<file path="src/rtl/pio_pkg.sv">
package pio_pkg;
  localparam int unsigned DATA_W  = 8;
  localparam int unsigned NPORTS  = 3;
  localparam int unsigned IDX_W   = $clog2(DATA_W);
  localparam int unsigned HALF_W  = DATA_W / 2;

  typedef enum logic [1:0] {
    SEL_A    = 2'd0,
    SEL_B    = 2'd1,
    SEL_C    = 2'd2,
    SEL_CTRL = 2'd3
  } sel_e;

  typedef enum logic [1:0] {
    MODE_BASIC  = 2'd0,
    MODE_STROBE = 2'd1,
    MODE_BIDIR  = 2'd2
  } mode_a_e;

  // control word field positions (bit 7 selects format)
  localparam int unsigned CW_FMT   = 7;
  localparam int unsigned CW_A_BI  = 6;
  localparam int unsigned CW_A_STB = 5;
  localparam int unsigned CW_A_IN  = 4;
  localparam int unsigned CW_CH_IN = 3;
  localparam int unsigned CW_B_STB = 2;
  localparam int unsigned CW_B_IN  = 1;
  localparam int unsigned CW_CL_IN = 0;

  function automatic logic [DATA_W-1:0] merge_rd(
      input logic [DATA_W-1:0] pin,
      input logic [DATA_W-1:0] outr,
      input logic [DATA_W-1:0] in_mask);
    return (pin & in_mask) | (outr & ~in_mask);
  endfunction
endpackage

</file>
<file path="src/rtl/pio_ctrl.sv">
module pio_ctrl
  import pio_pkg::*;
(
  input  logic              clk_i,
  input  logic              rst_ni,
  input  logic              ctrl_wr_i,
  input  logic [DATA_W-1:0] wdata_i,
  output mode_a_e           mode_a_o,
  output logic              mode_b_o,
  output logic [DATA_W-1:0] mask_a_o,
  output logic [DATA_W-1:0] mask_b_o,
  output logic [DATA_W-1:0] mask_c_o,
  output logic              def_wr_o,
  output logic              bsr_wr_o,
  output logic [IDX_W-1:0]  bsr_idx_o,
  output logic              bsr_val_o
);
  mode_a_e           mode_a_q, mode_a_d;
  logic              mode_b_q;
  logic [DATA_W-1:0] mask_a_q, mask_b_q, mask_c_q;

  assign def_wr_o  = ctrl_wr_i &  wdata_i[CW_FMT];
  assign bsr_wr_o  = ctrl_wr_i & ~wdata_i[CW_FMT];
  assign bsr_idx_o = wdata_i[IDX_W:1];
  assign bsr_val_o = wdata_i[0];

  always_comb begin
    if (wdata_i[CW_A_BI])       mode_a_d = MODE_BIDIR;
    else if (wdata_i[CW_A_STB]) mode_a_d = MODE_STROBE;
    else                        mode_a_d = MODE_BASIC;
  end

  always_ff @(posedge clk_i or negedge rst_ni) begin
    if (!rst_ni) begin
      mode_a_q <= MODE_BASIC;
      mode_b_q <= 1'b0;
      mask_a_q <= '1;
      mask_b_q <= '1;
      mask_c_q <= '1;
    end else if (def_wr_o) begin
      mode_a_q <= mode_a_d;
      mode_b_q <= wdata_i[CW_B_STB];
      mask_a_q <= (wdata_i[CW_A_BI] || wdata_i[CW_A_IN]) ? '1 : '0;
      mask_b_q <= wdata_i[CW_B_IN] ? '1 : '0;
      mask_c_q <= {{HALF_W{wdata_i[CW_CH_IN]}}, {HALF_W{wdata_i[CW_CL_IN]}}};
    end
  end

  assign mode_a_o = mode_a_q;
  assign mode_b_o = mode_b_q;
  assign mask_a_o = mask_a_q;
  assign mask_b_o = mask_b_q;
  assign mask_c_o = mask_c_q;

  assert_mode_legal_R4: assert property (@(posedge clk_i) disable iff (!rst_ni)
    mode_a_q != 2'd3);
  assert_bidir_input_R5: assert property (@(posedge clk_i) disable iff (!rst_ni)
    (mode_a_q == MODE_BIDIR) |-> (mask_a_q == '1));
  assert_bsr_keeps_cfg_R6: assert property (@(posedge clk_i) disable iff (!rst_ni)
    bsr_wr_o |=> ($stable(mask_a_q) && $stable(mask_b_q) && $stable(mask_c_q)
                  && $stable(mode_a_q) && $stable(mode_b_q)));
endmodule

</file>
<file path="src/rtl/pio_port.sv">
module pio_port
  import pio_pkg::*;
#(
  parameter bit HAS_BSR = 1'b0
) (
  input  logic              clk_i,
  input  logic              rst_ni,
  input  logic              wr_en_i,
  input  logic [DATA_W-1:0] wdata_i,
  input  logic              clr_i,
  input  logic              bit_en_i,
  input  logic [IDX_W-1:0]  bit_idx_i,
  input  logic              bit_val_i,
  input  logic [DATA_W-1:0] pin_i,
  input  logic [DATA_W-1:0] mask_i,
  output logic [DATA_W-1:0] out_o,
  output logic [DATA_W-1:0] oe_o,
  output logic [DATA_W-1:0] rd_val_o
);
  logic [DATA_W-1:0] out_q, out_d;
  logic              bit_op;

  generate
    if (HAS_BSR) begin : g_bsr
      assign bit_op = bit_en_i;
    end else begin : g_nobsr
      assign bit_op = 1'b0;
    end
  endgenerate

  always_comb begin
    out_d = out_q;
    if (clr_i)        out_d = '0;
    else if (wr_en_i) out_d = wdata_i;
    else if (bit_op)  out_d[bit_idx_i] = bit_val_i;
  end

  always_ff @(posedge clk_i or negedge rst_ni) begin
    if (!rst_ni) out_q <= '0;
    else         out_q <= out_d;
  end

  assign out_o    = out_q;
  assign oe_o     = ~mask_i;
  assign rd_val_o = merge_rd(pin_i, out_q, mask_i);

  assert_out_hold_R1: assert property (@(posedge clk_i) disable iff (!rst_ni)
    (!wr_en_i && !clr_i && !bit_op) |=> $stable(out_q));
  assert_bsr_one_bit_R6: assert property (@(posedge clk_i) disable iff (!rst_ni)
    (bit_op && !wr_en_i && !clr_i) |=> ($countones(out_q ^ $past(out_q)) <= 1));
endmodule

</file>
<file path="src/rtl/tri_port_pio.sv">
module tri_port_pio
  import pio_pkg::*;
#(
  parameter bit CLEAR_ON_MODE = 1'b0
) (
  input  logic              clk_i,
  input  logic              rst_ni,
  input  logic [1:0]        addr_i,
  input  logic [DATA_W-1:0] wdata_i,
  input  logic              wr_i,
  input  logic              rd_i,
  output logic [DATA_W-1:0] rdata_o,
  input  logic [DATA_W-1:0] pa_i,
  input  logic [DATA_W-1:0] pb_i,
  input  logic [DATA_W-1:0] pc_i,
  output logic [DATA_W-1:0] pa_o,
  output logic [DATA_W-1:0] pb_o,
  output logic [DATA_W-1:0] pc_o,
  output logic [DATA_W-1:0] pa_oe_o,
  output logic [DATA_W-1:0] pb_oe_o,
  output logic [DATA_W-1:0] pc_oe_o,
  output logic [1:0]        mode_a_o,
  output logic              mode_b_o
);
  mode_a_e           mode_a;
  logic              def_wr, bsr_wr, bsr_val, port_clr;
  logic [IDX_W-1:0]  bsr_idx;
  logic [DATA_W-1:0] pin   [NPORTS];
  logic [DATA_W-1:0] mask  [NPORTS];
  logic [DATA_W-1:0] outv  [NPORTS];
  logic [DATA_W-1:0] oev   [NPORTS];
  logic [DATA_W-1:0] rdv   [NPORTS];
  logic [DATA_W-1:0] rd_d, rdata_q;

  pio_ctrl u_ctrl (
    .clk_i     (clk_i),
    .rst_ni    (rst_ni),
    .ctrl_wr_i (wr_i && (addr_i == SEL_CTRL)),
    .wdata_i   (wdata_i),
    .mode_a_o  (mode_a),
    .mode_b_o  (mode_b_o),
    .mask_a_o  (mask[0]),
    .mask_b_o  (mask[1]),
    .mask_c_o  (mask[2]),
    .def_wr_o  (def_wr),
    .bsr_wr_o  (bsr_wr),
    .bsr_idx_o (bsr_idx),
    .bsr_val_o (bsr_val)
  );

  assign port_clr = CLEAR_ON_MODE && def_wr;
  assign pin[0] = pa_i;
  assign pin[1] = pb_i;
  assign pin[2] = pc_i;

  for (genvar g = 0; g < NPORTS; g++) begin : g_port
    pio_port #(.HAS_BSR(g == 2)) u_port (
      .clk_i     (clk_i),
      .rst_ni    (rst_ni),
      .wr_en_i   (wr_i && (addr_i == 2'(g))),
      .wdata_i   (wdata_i),
      .clr_i     (port_clr),
      .bit_en_i  (bsr_wr),
      .bit_idx_i (bsr_idx),
      .bit_val_i (bsr_val),
      .pin_i     (pin[g]),
      .mask_i    (mask[g]),
      .out_o     (outv[g]),
      .oe_o      (oev[g]),
      .rd_val_o  (rdv[g])
    );
  end

  always_comb begin
    unique case (addr_i)
      SEL_A:   rd_d = rdv[0];
      SEL_B:   rd_d = rdv[1];
      SEL_C:   rd_d = rdv[2];
      default: rd_d = '1;
    endcase
  end

  always_ff @(posedge clk_i or negedge rst_ni) begin
    if (!rst_ni)   rdata_q <= '0;
    else if (rd_i) rdata_q <= rd_d;
  end

  assign rdata_o  = rdata_q;
  assign pa_o     = outv[0];
  assign pb_o     = outv[1];
  assign pc_o     = outv[2];
  assign pa_oe_o  = oev[0];
  assign pb_oe_o  = oev[1];
  assign pc_oe_o  = oev[2];
  assign mode_a_o = mode_a;

  assert_ctrl_read_R2: assert property (@(posedge clk_i) disable iff (!rst_ni)
    (rd_i && addr_i == SEL_CTRL) |=> (rdata_o == '1));
  assert_rdata_hold_R10: assert property (@(posedge clk_i) disable iff (!rst_ni)
    !rd_i |=> $stable(rdata_o));
  assert_clear_on_def_R8: assert property (@(posedge clk_i) disable iff (!rst_ni)
    (CLEAR_ON_MODE && def_wr) |=> (pa_o == '0 && pb_o == '0 && pc_o == '0));
endmodule

</file>
<file path="config.mk">
export PLATFORM = sky130hd
export DESIGN_NAME = tri_port_pio
export DESIGN_NICKNAME = d
export VERILOG_FILES = /design/src/rtl/pio_pkg.sv /design/src/rtl/pio_ctrl.sv /design/src/rtl/pio_port.sv /design/src/rtl/tri_port_pio.sv
export SDC_FILE = /design/constraint.sdc
export NUM_CORES = 1
export LEC_CHECK = 0
export ABC_CLOCK_PERIOD_IN_PS = 2300
export BUFFER_PORTS_ARGS = -buffer_cell sky130_fd_sc_hd__clkbuf_2
export CAP_MARGIN = 40
export CELL_PAD_IN_SITES_DETAIL_PLACEMENT = 1
export CELL_PAD_IN_SITES_GLOBAL_PLACEMENT = 1
export CORE_UTILIZATION = 35
export DETAILED_ROUTE_END_ITERATION = 6
export PLACE_DENSITY_LB_ADDON = 0.3
export SLEW_MARGIN = 40
export SYNTH_ARGS = -nofsm -noshare
export SYNTH_HDL_FRONTEND = slang
export SYNTH_SLANG_ARGS = --single-unit
</file>
<file path="constraint.sdc">
create_clock -name clk_i -period 2.3 [get_ports clk_i]
set_input_delay 0.345 -clock clk_i [delete_from_list [all_inputs] [get_ports clk_i]]
set_output_delay 0.345 -clock clk_i [all_outputs]
set_load 0.05 [all_outputs]
</file>
# After elaboration in Yosys (flattened, before gate mapping)
# Cells that the tools add are included.
# W data, S select, Z words.
# classes
order_cmp	2
eq_ne	3
muxes	10
bitwise	15
reduce_logical	8
# op_table
op	n
$and A8 B8 Y8	6
$mux W8	4
$not A8 Y8	3
$or A8 B8 Y8	3
$pmux W8 S3	1
$bwmux W8	1
$logic_and A1 B1 Y1	5
$eq A2 B2 Y1 const B	2
$lt A3 B4 Y1 const B	1
$demux W1 S3	1
$ge A3 B1 Y1 const B	1
$and A1 B1 Y1	2
$eq A2 B1 Y1 const B	1
$logic_not A2 Y1	1
$mux W1	2
$mux W2	1
$reduce_bool A2 Y1	1
$logic_or A1 B1 Y1	1
$not A1 Y1	1
# totals
register_bits	56
input_bits	38
output_inout_bits	59
word_cells	47

# Longest topological paths before layout
# depth
depth_word	7
mapped_depth	5
depth_no_buf	3

# Hierarchy
# Synthesis repeated with hierarchy kept, for this count alone.
# hier_totals
hier_cells	239
hier_area_um2	2568.7
# by_module_without_submodules
module	instances	cells_each	area_each_um2
pio_port (g_port[0].u_port ...)	2	42	445.4
tri_port_pio	1	52	593.1
pio_port (g_port[2].u_port)	1	59	589.3
pio_ctrl	1	44	495.5

# Worst setup path before layout
# Ideal clock, no wire load.
# synth_timing
path_type	register to output
start	register u_ctrl.mask_c_o[3] (netlist name)
end	output port pc_oe_o[1]
arrival_time_ns	1.323
required_time_ns	1.955
slack_ns	0.632
stages_incl_launch_ff	4
path_buffers	2
path_cell_list	dfstp_2 > clkbuf_1 > inv_1 > buf_4
# synth_lines
element	line	source
end, declared	tri_port_pio.sv:21	output logic [DATA_W-1:0] pc_oe_o,

==> metrics.txt <==
Gate Count Post-Synth 209; Die X-Extent 82.26 µm; r2r setup slk 0.63 ns; unrepaired setup endpoints after global routing false; clock sink count 39; antenna-violating nets left 0; worst hold margin 0.3370 ns; PD cells 969.3 nW/µm²; GR Overflow Total 0; Max Cap Viol 0; cell area after synthesis 2255 µm²; CP arrival 1.49 ns; Top FF cell, synth dfrtp_1; asr flop ratio synth 100.0%; Final min period 1.838 ns; status complete, no violations; via/cell ratio 5.367; WP buf/inv 2; hold endpoint g_port[2].u_port.out_o[5]; htree depth 2; final net count 322; commonest non-fill, non-tap cell in the layout clkbuf_2; Chip Height 82.26 µm; Netlist cell types 32; worst hold path type in2reg; register area share after synthesis 43.51%; layout cell share with drive strength beyond 1 50.53%; Yosys warnings 0; Reg clk slew, reported paths 0.08 ns; row count 28; first-pass GRT wire length 9.811 mm; final slew viol count 0; Slew @ Worst Pin 0.5128 ns; Crit-path slowest cell dfstp_2; I/O Buffers 96; Max IR drop VDD 0.3537 mV; Sequential Power Share 35.3%; Final setup viols 0; switch share 48.13%; area leader, netlist dfrtp_1; top cells by area, synth dfrtp_1 (39%), mux2_2 (14%), mux2i_1 (7.1%); antenna violations before repair 0; Final TNS setup 0 ns; maximum clock rate 0.5440 GHz; crit path cell chain inv_1 -> clkbuf_2; Worst Path Required 1.96 ns; DR vias 1932; CORE AREA 6061 µm²; peak fanout along the critical path 9; post-cts resize count 0; Critical Path Max Stage Delay 0.71 ns; Detailed Routing Iterations Pass 1 4; Max clock buf depth 2; DRT Wirelength 6.525 mm; r2r endpoint rdata_o[1]; CTS tree built; Layout area overhead 22.36%; worst hold stages 3; Synth top area share 38.85%; crit-path leading delay family flip-flops; most frequent cells in the layout clkbuf_2 (96), dfrtp_1 (35), mux2_2 (28), mux2i_1 (16), o21ai_0 (12); Worst slew margin 65.66%; Net Switching 1.287 mW; Root Buffer clkbuf_8; Final Skew 0.007273 ns; die area 6767 µm²; Num CTS Buffers 5; combinational group share of total power 46.4%; CP Capture Type output pin; diode count 0; CP startpoint kind flop; Post-route DRC 0; Clock Latency Late Sink 0.30 ns; Clk pwr share 18.3%; post-synthesis register bit count 39; 1st-iter DRT viols 75; Final Hold Fails 0; Mapped Avg Cell Area 10.79 µm²; Lkg Pwr 1.339 nW; GP Congestion 0.8295; Post-synth EDFFs 0; wire length per cell 18.13 µm; Hold Startpoint wdata_i[5]; Final period util 79.92%; syn_nets 247; GRT Util Overall 20.16%; # IOs 97; Reg2Reg Depth 3; RR Startpoint u_ctrl.mask_b_o[6]; pin count of the biggest net entering global routing 17; Internal 1.387 mW; HPWL Detailed 5.065 mm; critical path class reg2out; number of global-route vias before repair 1846; Starting Density 37.20%
==> per-stage QoR <==
step	std cells	setup WS (ns)	cell area [µm²]	utilization [%]	total power, mW
floorplan	209	0.6322	2255	-	1.965
global placement	351	0.4918	2658	43.85	2.188
detailed placement	351	0.4225	2658	43.85	2.208
CTS	360	0.4492	2759	45.52	2.698
global route	360	0.3854	2759	45.52	2.795
finish	360	0.4617	2759	45.52	2.674
==> per-layer routing <==
metal  vias to the layer above  track usage (%)  wire length (µm)
met4                         0            8.246                83
met1                       954            25.36              2762
met2                        74            34.55              3318
met5                         -                0                 0
li1                        897                -                 -
met3                         7            2.857               359
==> Yosys cell counts (2+ instances only) <==
master / instances
o32a_1: 8
dfstp_2: 4
mux2i_1: 16
o211ai_1: 4
or4_1: 3
mux2_2: 28
nor3_1: 9
buf_4: 20
dfrtp_1: 35
nand3b_1: 3
o21a_1: 8
nand3_1: 6
o21ai_0: 12
inv_1: 5
nand2_1: 11
a21oi_1: 2
nand2b_1: 3
o311ai_0: 4
buf_2: 8
clkbuf_1: 7
nand4_1: 2
==> cells by family after synthesis <==
family / share of synthesized area [%]
compound gates: 13.21
buf+inv: 10.43
flops: 43.51
mux: 21.09
simple gates: 11.76
==> timing repair <==
action                                 in CTS  in global routing
buffers inserted                            0                  0
endpoints found under the hold margin      10                  0
hold buffers                                1                  0
==> worst min-delay path, cell delays in order <==
cell,delay (ns)
clkbuf_2,0.12
nand2_1,0.06
nand3_1,0.06
==> flip-flops by register name, indices dropped and copies added, names as in the netlist <==
signal               flops
g_port.u_port.out_o     24
u_ctrl.mask_a_o          1
u_ctrl.mask_b_o          1
u_ctrl.mode_a_o          2
u_ctrl.mode_b_o          1
rdata_o                  8
u_ctrl.mask_c_o          2
==> worst max-delay path by stage <==
stage	start	end	cells after the start
after floorplan	u_ctrl.mask_c_o[3]	pc_oe_o[1]	3
after global placement	addr_i[0]	g_port[2].u_port.out_o[2]	4
after detailed placement	addr_i[0]	g_port[2].u_port.out_o[2]	4
after CTS	u_ctrl.mask_a_o[6]	pa_oe_o[1]	2
after global routing	u_ctrl.mask_a_o[6]	pa_oe_o[1]	2
final	u_ctrl.mask_a_o[6]	pa_oe_o[1]	2
==> cell type report <==
| type | instances | area, µm² |
|---|---|---|
| timing repair buffer | 103 | 535.5 |
| multi-input combinational | 130 | 1039 |
| clock buffer | 7 | 86.33 |
| fill | 717 | 3302 |
| clock inverter | 1 | 5.005 |
| tap | 75 | 93.84 |
| inverter | 5 | 18.77 |
| sequential | 39 | 980.9 |
==> power groups by stage <==
stage	clock [mW]	combinational [mW]	sequential [mW]
2_1_floorplan	0	0.693	1.27
3_3_place_gp	0	1.23	0.954
3_5_place_dp	0	1.25	0.959
4_1_cts	0.500	1.25	0.946
5_1_grt	0.525	1.31	0.964
6_report	0.488	1.24	0.945
Power figures use the tool's default switching activity.
